==> config.mk <==
export PLATFORM = sky130hd
export DESIGN_NAME = mont_arith_unit
export DESIGN_NICKNAME = d
export VERILOG_FILES = /design/src/rtl/mau_pkg.sv /design/src/rtl/mau_addsub.sv /design/src/rtl/mau_ctrl.sv /design/src/rtl/mau_dp.sv /design/src/rtl/mont_arith_unit.sv
export SDC_FILE = /design/constraint.sdc
export NUM_CORES = 1
export LEC_CHECK = 0
export ABC_AREA = 1
export ABC_CLOCK_PERIOD_IN_PS = 5500
export BUFFER_PORTS_ARGS = -buffer_cell sky130_fd_sc_hd__buf_2
export CAP_MARGIN = 20
export CORE_MARGIN = 2
export CORE_UTILIZATION = 38
export CTS_CLUSTER_SIZE = 16
export DETAILED_ROUTE_END_ITERATION = 8
export PLACE_DENSITY_LB_ADDON = 0.12
export SLEW_MARGIN = 40
export SYNTH_ARGS = -nofsm -noshare
export SYNTH_HDL_FRONTEND = slang
export SYNTH_SLANG_ARGS = --single-unit
==> constraint.sdc <==
create_clock -name clk -period 5.5 [get_ports clk]
set_input_delay 0.275 -clock clk [delete_from_list [all_inputs] [get_ports clk]]
set_output_delay 0.275 -clock clk [all_outputs]
set_load 0.02 [all_outputs]
==> src/rtl/mau_pkg.sv <==
`timescale 1ns/1ps
package mau_pkg;
   typedef enum logic [1:0] {
      OP_ADD = 2'd0,
      OP_SUB = 2'd1,
      OP_MUL = 2'd2,
      OP_INV = 2'd3
   } mau_op_e;

   typedef enum logic [3:0] {
      ST_IDLE,
      ST_ADSB_FIX,
      ST_MUL_STEP,
      ST_MUL_FIX,
      ST_INV_ZERO,
      ST_INV_LOOP,
      ST_INV_RED,
      ST_INV_NEG,
      ST_INV_DBL
   } mau_state_e;
endpackage

==> src/rtl/mau_addsub.sv <==
`timescale 1ns/1ps
// N-bit adder/subtractor; s[N] is carry for add, borrow for subtract.
module mau_addsub #(
   parameter int N = 10,
   parameter bit SUB_BY_COMPLEMENT = 1'b1
) (
   input  logic [N-1:0] x,
   input  logic [N-1:0] y,
   input  logic         sub,
   output logic [N:0]   s
);
   generate
      if (SUB_BY_COMPLEMENT) begin : g_cmpl
         logic [N:0] t;
         assign t = {1'b0, x} + {1'b0, (sub ? ~y : y)} + {{N{1'b0}}, sub};
         assign s = {t[N] ^ sub, t[N-1:0]};
      end else begin : g_direct
         assign s = sub ? ({1'b0, x} - {1'b0, y}) : ({1'b0, x} + {1'b0, y});
      end
   endgenerate
endmodule

==> src/rtl/mau_ctrl.sv <==
`timescale 1ns/1ps
module mau_ctrl import mau_pkg::*; #(
   parameter int W = 8,
   localparam int CW = $clog2(2*W+1)
) (
   input  logic             clk,
   input  logic             rst_n,
   input  logic             start,
   input  mau_op_e          op,
   input  logic             a_zero,
   input  logic             v_zero,
   output mau_state_e       state,
   output mau_op_e          op_q,
   output logic [CW-1:0]    cnt,
   output logic             res_we,
   output logic             busy,
   output logic             done,
   output logic             err
);
   localparam logic [CW-1:0] MUL_LAST = CW'(W-1);
   localparam logic [CW-1:0] CNT_TOP  = CW'(2*W);

   assign busy   = (state != ST_IDLE);
   assign res_we = (state == ST_ADSB_FIX) || (state == ST_MUL_FIX) ||
                   (state == ST_INV_ZERO) ||
                   ((state == ST_INV_DBL) && (cnt == CNT_TOP));

   always_ff @(posedge clk or negedge rst_n) begin
      if (!rst_n) begin
         state <= ST_IDLE;
         op_q  <= OP_ADD;
         cnt   <= '0;
         done  <= 1'b0;
         err   <= 1'b0;
      end else begin
         done <= res_we;
         err  <= (state == ST_INV_ZERO);
         case (state)
            ST_IDLE: if (start) begin
               op_q <= op;
               cnt  <= '0;
               case (op)
                  OP_ADD, OP_SUB: state <= ST_ADSB_FIX;
                  OP_MUL:         state <= ST_MUL_STEP;
                  default:        state <= a_zero ? ST_INV_ZERO : ST_INV_LOOP;
               endcase
            end
            ST_ADSB_FIX, ST_MUL_FIX, ST_INV_ZERO: state <= ST_IDLE;
            ST_MUL_STEP: begin
               cnt <= cnt + 1'b1;
               if (cnt == MUL_LAST) state <= ST_MUL_FIX;
            end
            ST_INV_LOOP: if (v_zero) state <= ST_INV_RED;
                         else        cnt   <= cnt + 1'b1;
            ST_INV_RED: state <= ST_INV_NEG;
            ST_INV_NEG: state <= ST_INV_DBL;
            ST_INV_DBL: if (cnt == CNT_TOP) state <= ST_IDLE;
                        else                cnt   <= cnt + 1'b1;
            default: state <= ST_IDLE;
         endcase
      end
   end

   // add/subtract complete two edges after acceptance
   a_r1_addsub_latency: assert property (@(posedge clk) disable iff (!rst_n)
      (state == ST_IDLE && start && (op == OP_ADD || op == OP_SUB)) |-> ##2 done);
   a_r6_done_pulse: assert property (@(posedge clk) disable iff (!rst_n)
      done |=> !done);
   a_r6_err_with_done: assert property (@(posedge clk) disable iff (!rst_n)
      err |-> done);
   a_r8_code_held: assert property (@(posedge clk) disable iff (!rst_n)
      (busy && start) |=> $stable(op_q));
   a_r10_loop_bound: assert property (@(posedge clk) disable iff (!rst_n)
      (state == ST_INV_LOOP && !v_zero) |-> (cnt < CNT_TOP));
endmodule

==> src/rtl/mau_dp.sv <==
`timescale 1ns/1ps
module mau_dp import mau_pkg::*; #(
   parameter int W = 8,
   parameter bit SUB_BY_COMPLEMENT = 1'b1,
   localparam int CW = $clog2(2*W+1),
   localparam int E  = W + 2
) (
   input  logic          clk,
   input  logic          rst_n,
   input  logic          start,
   input  mau_op_e       op,
   input  logic [W-1:0]  a_in,
   input  logic [W-1:0]  b_in,
   input  logic [W-1:0]  mod_in,
   input  mau_state_e    state,
   input  mau_op_e       op_q,
   input  logic [CW-1:0] cnt,
   input  logic          res_we,
   output logic          a_zero,
   output logic          v_zero,
   output logic [W-1:0]  res
);
   localparam logic [CW-1:0] CNT_TOP = CW'(2*W);

   logic [E-1:0] ru, rv, rr, rs;
   logic [W-1:0] rp;
   logic [E-1:0] pe;
   logic [E-1:0] x0, y0, x1, y1, x2, y2;
   logic         b0, b1, b2;
   logic [E:0]   s0, s1, s2;

   assign pe     = {2'b00, rp};
   assign a_zero = (a_in == '0);
   assign v_zero = (rv == '0);

   mau_addsub #(.N(E), .SUB_BY_COMPLEMENT(SUB_BY_COMPLEMENT)) u_as0 (.x(x0), .y(y0), .sub(b0), .s(s0));
   mau_addsub #(.N(E), .SUB_BY_COMPLEMENT(SUB_BY_COMPLEMENT)) u_as1 (.x(x1), .y(y1), .sub(b1), .s(s1));
   mau_addsub #(.N(E), .SUB_BY_COMPLEMENT(SUB_BY_COMPLEMENT)) u_as2 (.x(x2), .y(y2), .sub(b2), .s(s2));

   // unit 0: first stage of every operation
   always_comb begin
      x0 = '0; y0 = '0; b0 = 1'b0;
      case (state)
         ST_IDLE:     begin x0 = {2'b00, a_in}; y0 = {2'b00, b_in}; b0 = (op == OP_SUB); end
         ST_ADSB_FIX: begin x0 = ru; y0 = pe; b0 = (op_q == OP_ADD); end
         ST_MUL_STEP: begin x0 = ru; y0 = rs[0] ? rv : '0; end
         ST_MUL_FIX:  begin x0 = ru; y0 = pe; b0 = 1'b1; end
         ST_INV_LOOP: begin x0 = ru; y0 = rv; b0 = 1'b1; end
         ST_INV_RED:  begin x0 = rr; y0 = pe; b0 = 1'b1; end
         ST_INV_NEG:  begin x0 = pe; y0 = rr; b0 = 1'b1; end
         ST_INV_DBL:  begin x0 = rr; y0 = rr; end
         default: ;
      endcase
   end

   // unit 1: chained after unit 0 (odd fix-up, trial reduction) or v-u
   always_comb begin
      x1 = '0; y1 = '0; b1 = 1'b0;
      case (state)
         ST_MUL_STEP: begin x1 = s0[E-1:0]; y1 = s0[0] ? pe : '0; end
         ST_INV_LOOP: begin x1 = rv; y1 = ru; b1 = 1'b1; end
         ST_INV_DBL:  begin x1 = s0[E-1:0]; y1 = pe; b1 = 1'b1; end
         default: ;
      endcase
   end

   // unit 2: coefficient sum in the almost-inverse loop
   always_comb begin
      x2 = rr; y2 = rs; b2 = 1'b0;
   end

   always_ff @(posedge clk or negedge rst_n) begin
      if (!rst_n) begin
         ru <= '0; rv <= '0; rr <= '0; rs <= '0; rp <= '0; res <= '0;
      end else begin
         case (state)
            ST_IDLE: if (start) begin
               rp <= mod_in;
               rv <= {2'b00, a_in};
               rr <= '0;
               case (op)
                  OP_ADD, OP_SUB: begin ru <= s0[E-1:0]; rs <= '0; end
                  OP_MUL:         begin ru <= '0; rs <= {2'b00, b_in}; end
                  default:        begin ru <= {2'b00, mod_in}; rs <= E'(1); end
               endcase
            end
            ST_ADSB_FIX:
               if (op_q == OP_ADD) res <= s0[E] ? ru[W-1:0] : s0[W-1:0];
               else                res <= ru[E-1] ? s0[W-1:0] : ru[W-1:0];
            ST_MUL_STEP: begin
               ru <= s1[E:1];
               rs <= rs >> 1;
            end
            ST_MUL_FIX:  res <= s0[E] ? ru[W-1:0] : s0[W-1:0];
            ST_INV_ZERO: res <= '0;
            ST_INV_LOOP: if (!v_zero) begin
               if (!ru[0]) begin
                  ru <= ru >> 1;
                  rs <= {rs[E-2:0], 1'b0};
               end else if (!rv[0]) begin
                  rv <= rv >> 1;
                  rr <= {rr[E-2:0], 1'b0};
               end else if (s1[E]) begin
                  ru <= s0[E:1];
                  rr <= s2[E-1:0];
                  rs <= {rs[E-2:0], 1'b0};
               end else begin
                  rv <= s1[E:1];
                  rs <= s2[E-1:0];
                  rr <= {rr[E-2:0], 1'b0};
               end
            end
            ST_INV_RED: if (!s0[E]) rr <= s0[E-1:0];
            ST_INV_NEG: rr <= s0[E-1:0];
            ST_INV_DBL:
               if (cnt == CNT_TOP) res <= rr[W-1:0];
               else                rr  <= s1[E] ? s0[E-1:0] : s1[E-1:0];
            default: ;
         endcase
      end
   end

   logic sink_unused;
   assign sink_unused = ^{s1[0], s2[E]};

   a_r7_result_reduced: assert property (@(posedge clk) disable iff (!rst_n)
      res_we |=> (res < rp));
   a_r8_modulus_held: assert property (@(posedge clk) disable iff (!rst_n)
      (state != ST_IDLE) |=> $stable(rp));
endmodule

==> src/rtl/mont_arith_unit.sv <==
`timescale 1ns/1ps
module mont_arith_unit import mau_pkg::*; #(
   parameter int W = 8,
   parameter bit SUB_BY_COMPLEMENT = 1'b1
) (
   input  logic         clk,
   input  logic         rst_n,
   input  logic         start,
   input  logic [1:0]   op,
   input  logic [W-1:0] opnd_a,
   input  logic [W-1:0] opnd_b,
   input  logic [W-1:0] modulus,
   output logic         busy,
   output logic         done,
   output logic         err,
   output logic [W-1:0] result
);
   localparam int CW = $clog2(2*W+1);

   generate
      if (W < 3) begin : g_bad_width
         $error("mont_arith_unit: W must be at least 3");
      end
   endgenerate

   mau_op_e       op_e, op_q;
   mau_state_e    state;
   logic [CW-1:0] cnt;
   logic          res_we, a_zero, v_zero;

   assign op_e = mau_op_e'(op);

   mau_ctrl #(.W(W)) u_ctrl (
      .clk(clk), .rst_n(rst_n), .start(start), .op(op_e),
      .a_zero(a_zero), .v_zero(v_zero), .state(state), .op_q(op_q),
      .cnt(cnt), .res_we(res_we), .busy(busy), .done(done), .err(err)
   );

   mau_dp #(.W(W), .SUB_BY_COMPLEMENT(SUB_BY_COMPLEMENT)) u_dp (
      .clk(clk), .rst_n(rst_n), .start(start), .op(op_e),
      .a_in(opnd_a), .b_in(opnd_b), .mod_in(modulus),
      .state(state), .op_q(op_q), .cnt(cnt), .res_we(res_we),
      .a_zero(a_zero), .v_zero(v_zero), .res(result)
   );
endmodule

==> results.txt <==
Setup Skew = 8.630 ps
fillcell total = 1724
CORE AREA = 16520 um2
cells after synthesis = 915
gr usage total = 30.99%
Rows = 47
GRT overflow = 0
R2R Path Start = u_ctrl.state[1]$_DFFE_PN0P_
I/O pin cnt = 40
vias per cell = 5.934
Register Area = 1705 um2
area grow syn2layout = 19.66%
WP data required = 5740 ps
Tmin final = 5264 ps
WP buf/inv = 5
vias in the first global route = 6803
relative slew slack = 48.44%
initial core utilization = 38.78%
max cap viols = 0
status = finished clean
fmax = 0.1900 GHz
post-synthesis sequential area ratio = 26.55%
Worst R2R End = u_dp.rr[5]$_DFFE_PN0P_
Critical Path Most Common Cell = nand2_1
Hold Path Depth = 3
Chip Width = 133.9 um
antenna cells = 0
via count = 7293
Detailed Route Iter0 Violations = 1035
layout cell share with drive strength beyond 1 = 19.82%
top-area cell type share of the netlist area = 26.55%
hold worst-path end = u_dp.rp[5]$_DFFE_PN0P_
post-route ant nets = 0
DR DRC count = 0
Hold Crit Class = in -> reg
initial antenna violation count = 0
H-tree depth = 3
top cell family by delay on the critical path = simple AND/OR/NAND/NOR gates
synth warn = 0
Clock transition at path regs = 70 ps
Critical Path Max Stage Delay = 430 ps
crit path max fanout = 8
maximum clock path buffer count = 2
post-synthesis area per instance = 7.004 um2
TritonCTS clock tree = yes
EDFF count, synth = 0
IO buf count = 39
count of cell types in the netlist = 52
GP Congestion = 1.085
Synth area leader = dfrtp_1
Crit path arrival time = 5510 ps
Setup WS post-layout = 235.6 ps
Final Max Slew Viols = 0
Syn Std Cell Area = 6409 um2
DRT Wirelength = 27910 um
Post-Syn Nets = 976
HP Start = modulus[5]
HPWL after DPL = 21590 um
CP endpoint kind = register
FF+latch count, synth = 68
Die H = 133.9 um
global-route wire length before repair = 41580 um
mean routed wirelength per cell = 22.71 um
CP Launch Type = register
die area = 17920 um2
pre-CTS setup slack = 57.09 ps
CP max stage cell = dfrtp_1
First-pass DRT Iterations = 6
Main synth FF type = dfrtp_1
cts bufs inserted = 9
largest net degree at the start of global routing = 69
fin crit share = 95.72%
Async SR Flop Fraction = 100.0%
Layout Nets = 1065
Sink Count = 68
top cells by area, synth = dfrtp_1 27%, nand2_1 11%, inv_1 6.0%, o21ai_0 5.9%, ha_1 5.7%
Crit Path Category = reg -> reg
Reg2Reg Depth = 32
Worst Tran Pin Value = 773.5 ps
root buf cell = clkbuf_16
Fin. Hold Viols = 0
area of the multi-input gates = 4239 um2
reg2reg setup slack = 240 ps
setup violators final = 0
worst-skew pair later-pin latency = 350 ps
[timing repair]
action                     in CTS  in global routing
setup endpoints to repair       0                 38
hold endpoints to repair       68                  0
hold buffers                    1                  0
resized for setup               0                 32
setup buffers                   0                 15
[worst max-delay path by stage]
stage                           startpoint                      to  slack (ps)  depth (start not counted)
2_1_floorplan  u_ctrl.state[3]$_DFFE_PN0P_  u_dp.rr[4]$_DFFE_PN0P_         540                         30
3_3_place_gp   u_ctrl.state[3]$_DFFE_PN0P_  u_dp.rr[6]$_DFFE_PN0P_          90                         29
3_5_place_dp   u_ctrl.state[0]$_DFFE_PN0P_  u_dp.rs[3]$_DFFE_PN0P_          60                         29
4_1_cts        u_ctrl.state[0]$_DFFE_PN0P_  u_dp.rs[3]$_DFFE_PN0P_          20                         29
5_1_grt        u_ctrl.state[1]$_DFFE_PN0P_  u_dp.ru[5]$_DFFE_PN0P_         -20                         31
6_report       u_ctrl.state[1]$_DFFE_PN0P_  u_dp.rr[5]$_DFFE_PN0P_         240                         32
[worst min-delay path, cell delays in order]
cell and delay (ps):
buf_2 90, nand2_1 40, o21ai_0 50
[cells in the final DEF (no fill, tap or decap), drive strengths merged, types with 27 or more instances in the layout]
cell   Yosys  final
nor2      80     82
nand2    206    206
o21ai     87     87
dfrtp     68     68
buf       16     97
inv      120    119
nand3     48     48
a21oi     64     64
xor2      27     27
ha        29     29
[state kept, by name (all words and copies together) (netlist names)]
| register | cells |
|---|---|
| u_dp.ru | 10 |
| u_ctrl.done | 1 |
| u_ctrl.op_q | 2 |
| u_ctrl.err | 1 |
| u_dp.rv | 9 |
| u_dp.rr | 10 |
| u_dp.res | 8 |
| u_dp.rp | 8 |
| u_dp.rs | 10 |
| u_ctrl.state | 4 |
| u_ctrl.cnt | 5 |
[final cells by class]
class                      count  share of cell area [%]
timing repair inverter         1                 0.09790
multi-input combinational    702                   55.28
clock inverter                 6                   1.158
clock buffer                  10                   2.986
sequential                    68                   22.24
timing repair buffer          98                   8.435
inverter                     124                   6.216
tap                          220                   3.589
[per-stage QoR]
stage          instance area [um2]  util (%)  TNS [ps]  instances  hold slack [ps]
2_1_floorplan                 6409         -         0        915           -20.59
3_3_place_gp                  7096     42.94         0       1194            470.2
3_5_place_dp                  7104     42.99         0       1194            342.5
4_1_cts                       7432     44.98         0       1211            146.6
5_1_grt                       7669     46.41    -20.24       1229            179.6
6_report                      7669     46.41         0       1229            147.2
[logic make-up after synthesis]
logic type | Yosys count | synth area share (%)
flops | 68 | 26.55
fa+ha+maj | 32 | 6.599
compound gates | 275 | 27.26
buf+inv | 147 | 9.000
simple gates | 357 | 25.21
xor+xnor | 36 | 5.389
[synth_stat cells (4+ instances only)]
library cell and instances:
nand2_4 4, nor3_1 8, nor2_4 6, buf_1 4, clkinv_1 4, clkbuf_1 7, xor2_1 25, o2111ai_1 12
nor2_1 69, buf_2 9, nand2_2 19, inv_1 102, inv_2 17, o211ai_1 19, o221ai_1 13, xnor2_1 7
a221oi_1 15, dfrtp_1 68, o21ai_0 76, o21ai_1 10, nor2_2 5, nand2_1 183, a21oi_1 60, nand4_1 6
a21oi_2 4, nor4_1 4, nand3_1 44, ha_1 29, a22oi_1 17, a211oi_1 6, a2bb2oi_1 7, o22ai_1 19
[per-layer routing]
layer | global-route usage [%] | up-vias | part of all wire, %
met5 | 0 | - | 0
met4 | 13.18 | 0 | 4.4
met3 | 4.913 | 83 | 8.1
met2 | 48.89 | 367 | 45
met1 | 42.19 | 3469 | 43
li1 | - | 3374 | -
Power is left out: the tool's default activity adds up to more than one toggle a clock period on the data nets, which glitch-free logic cannot reach.
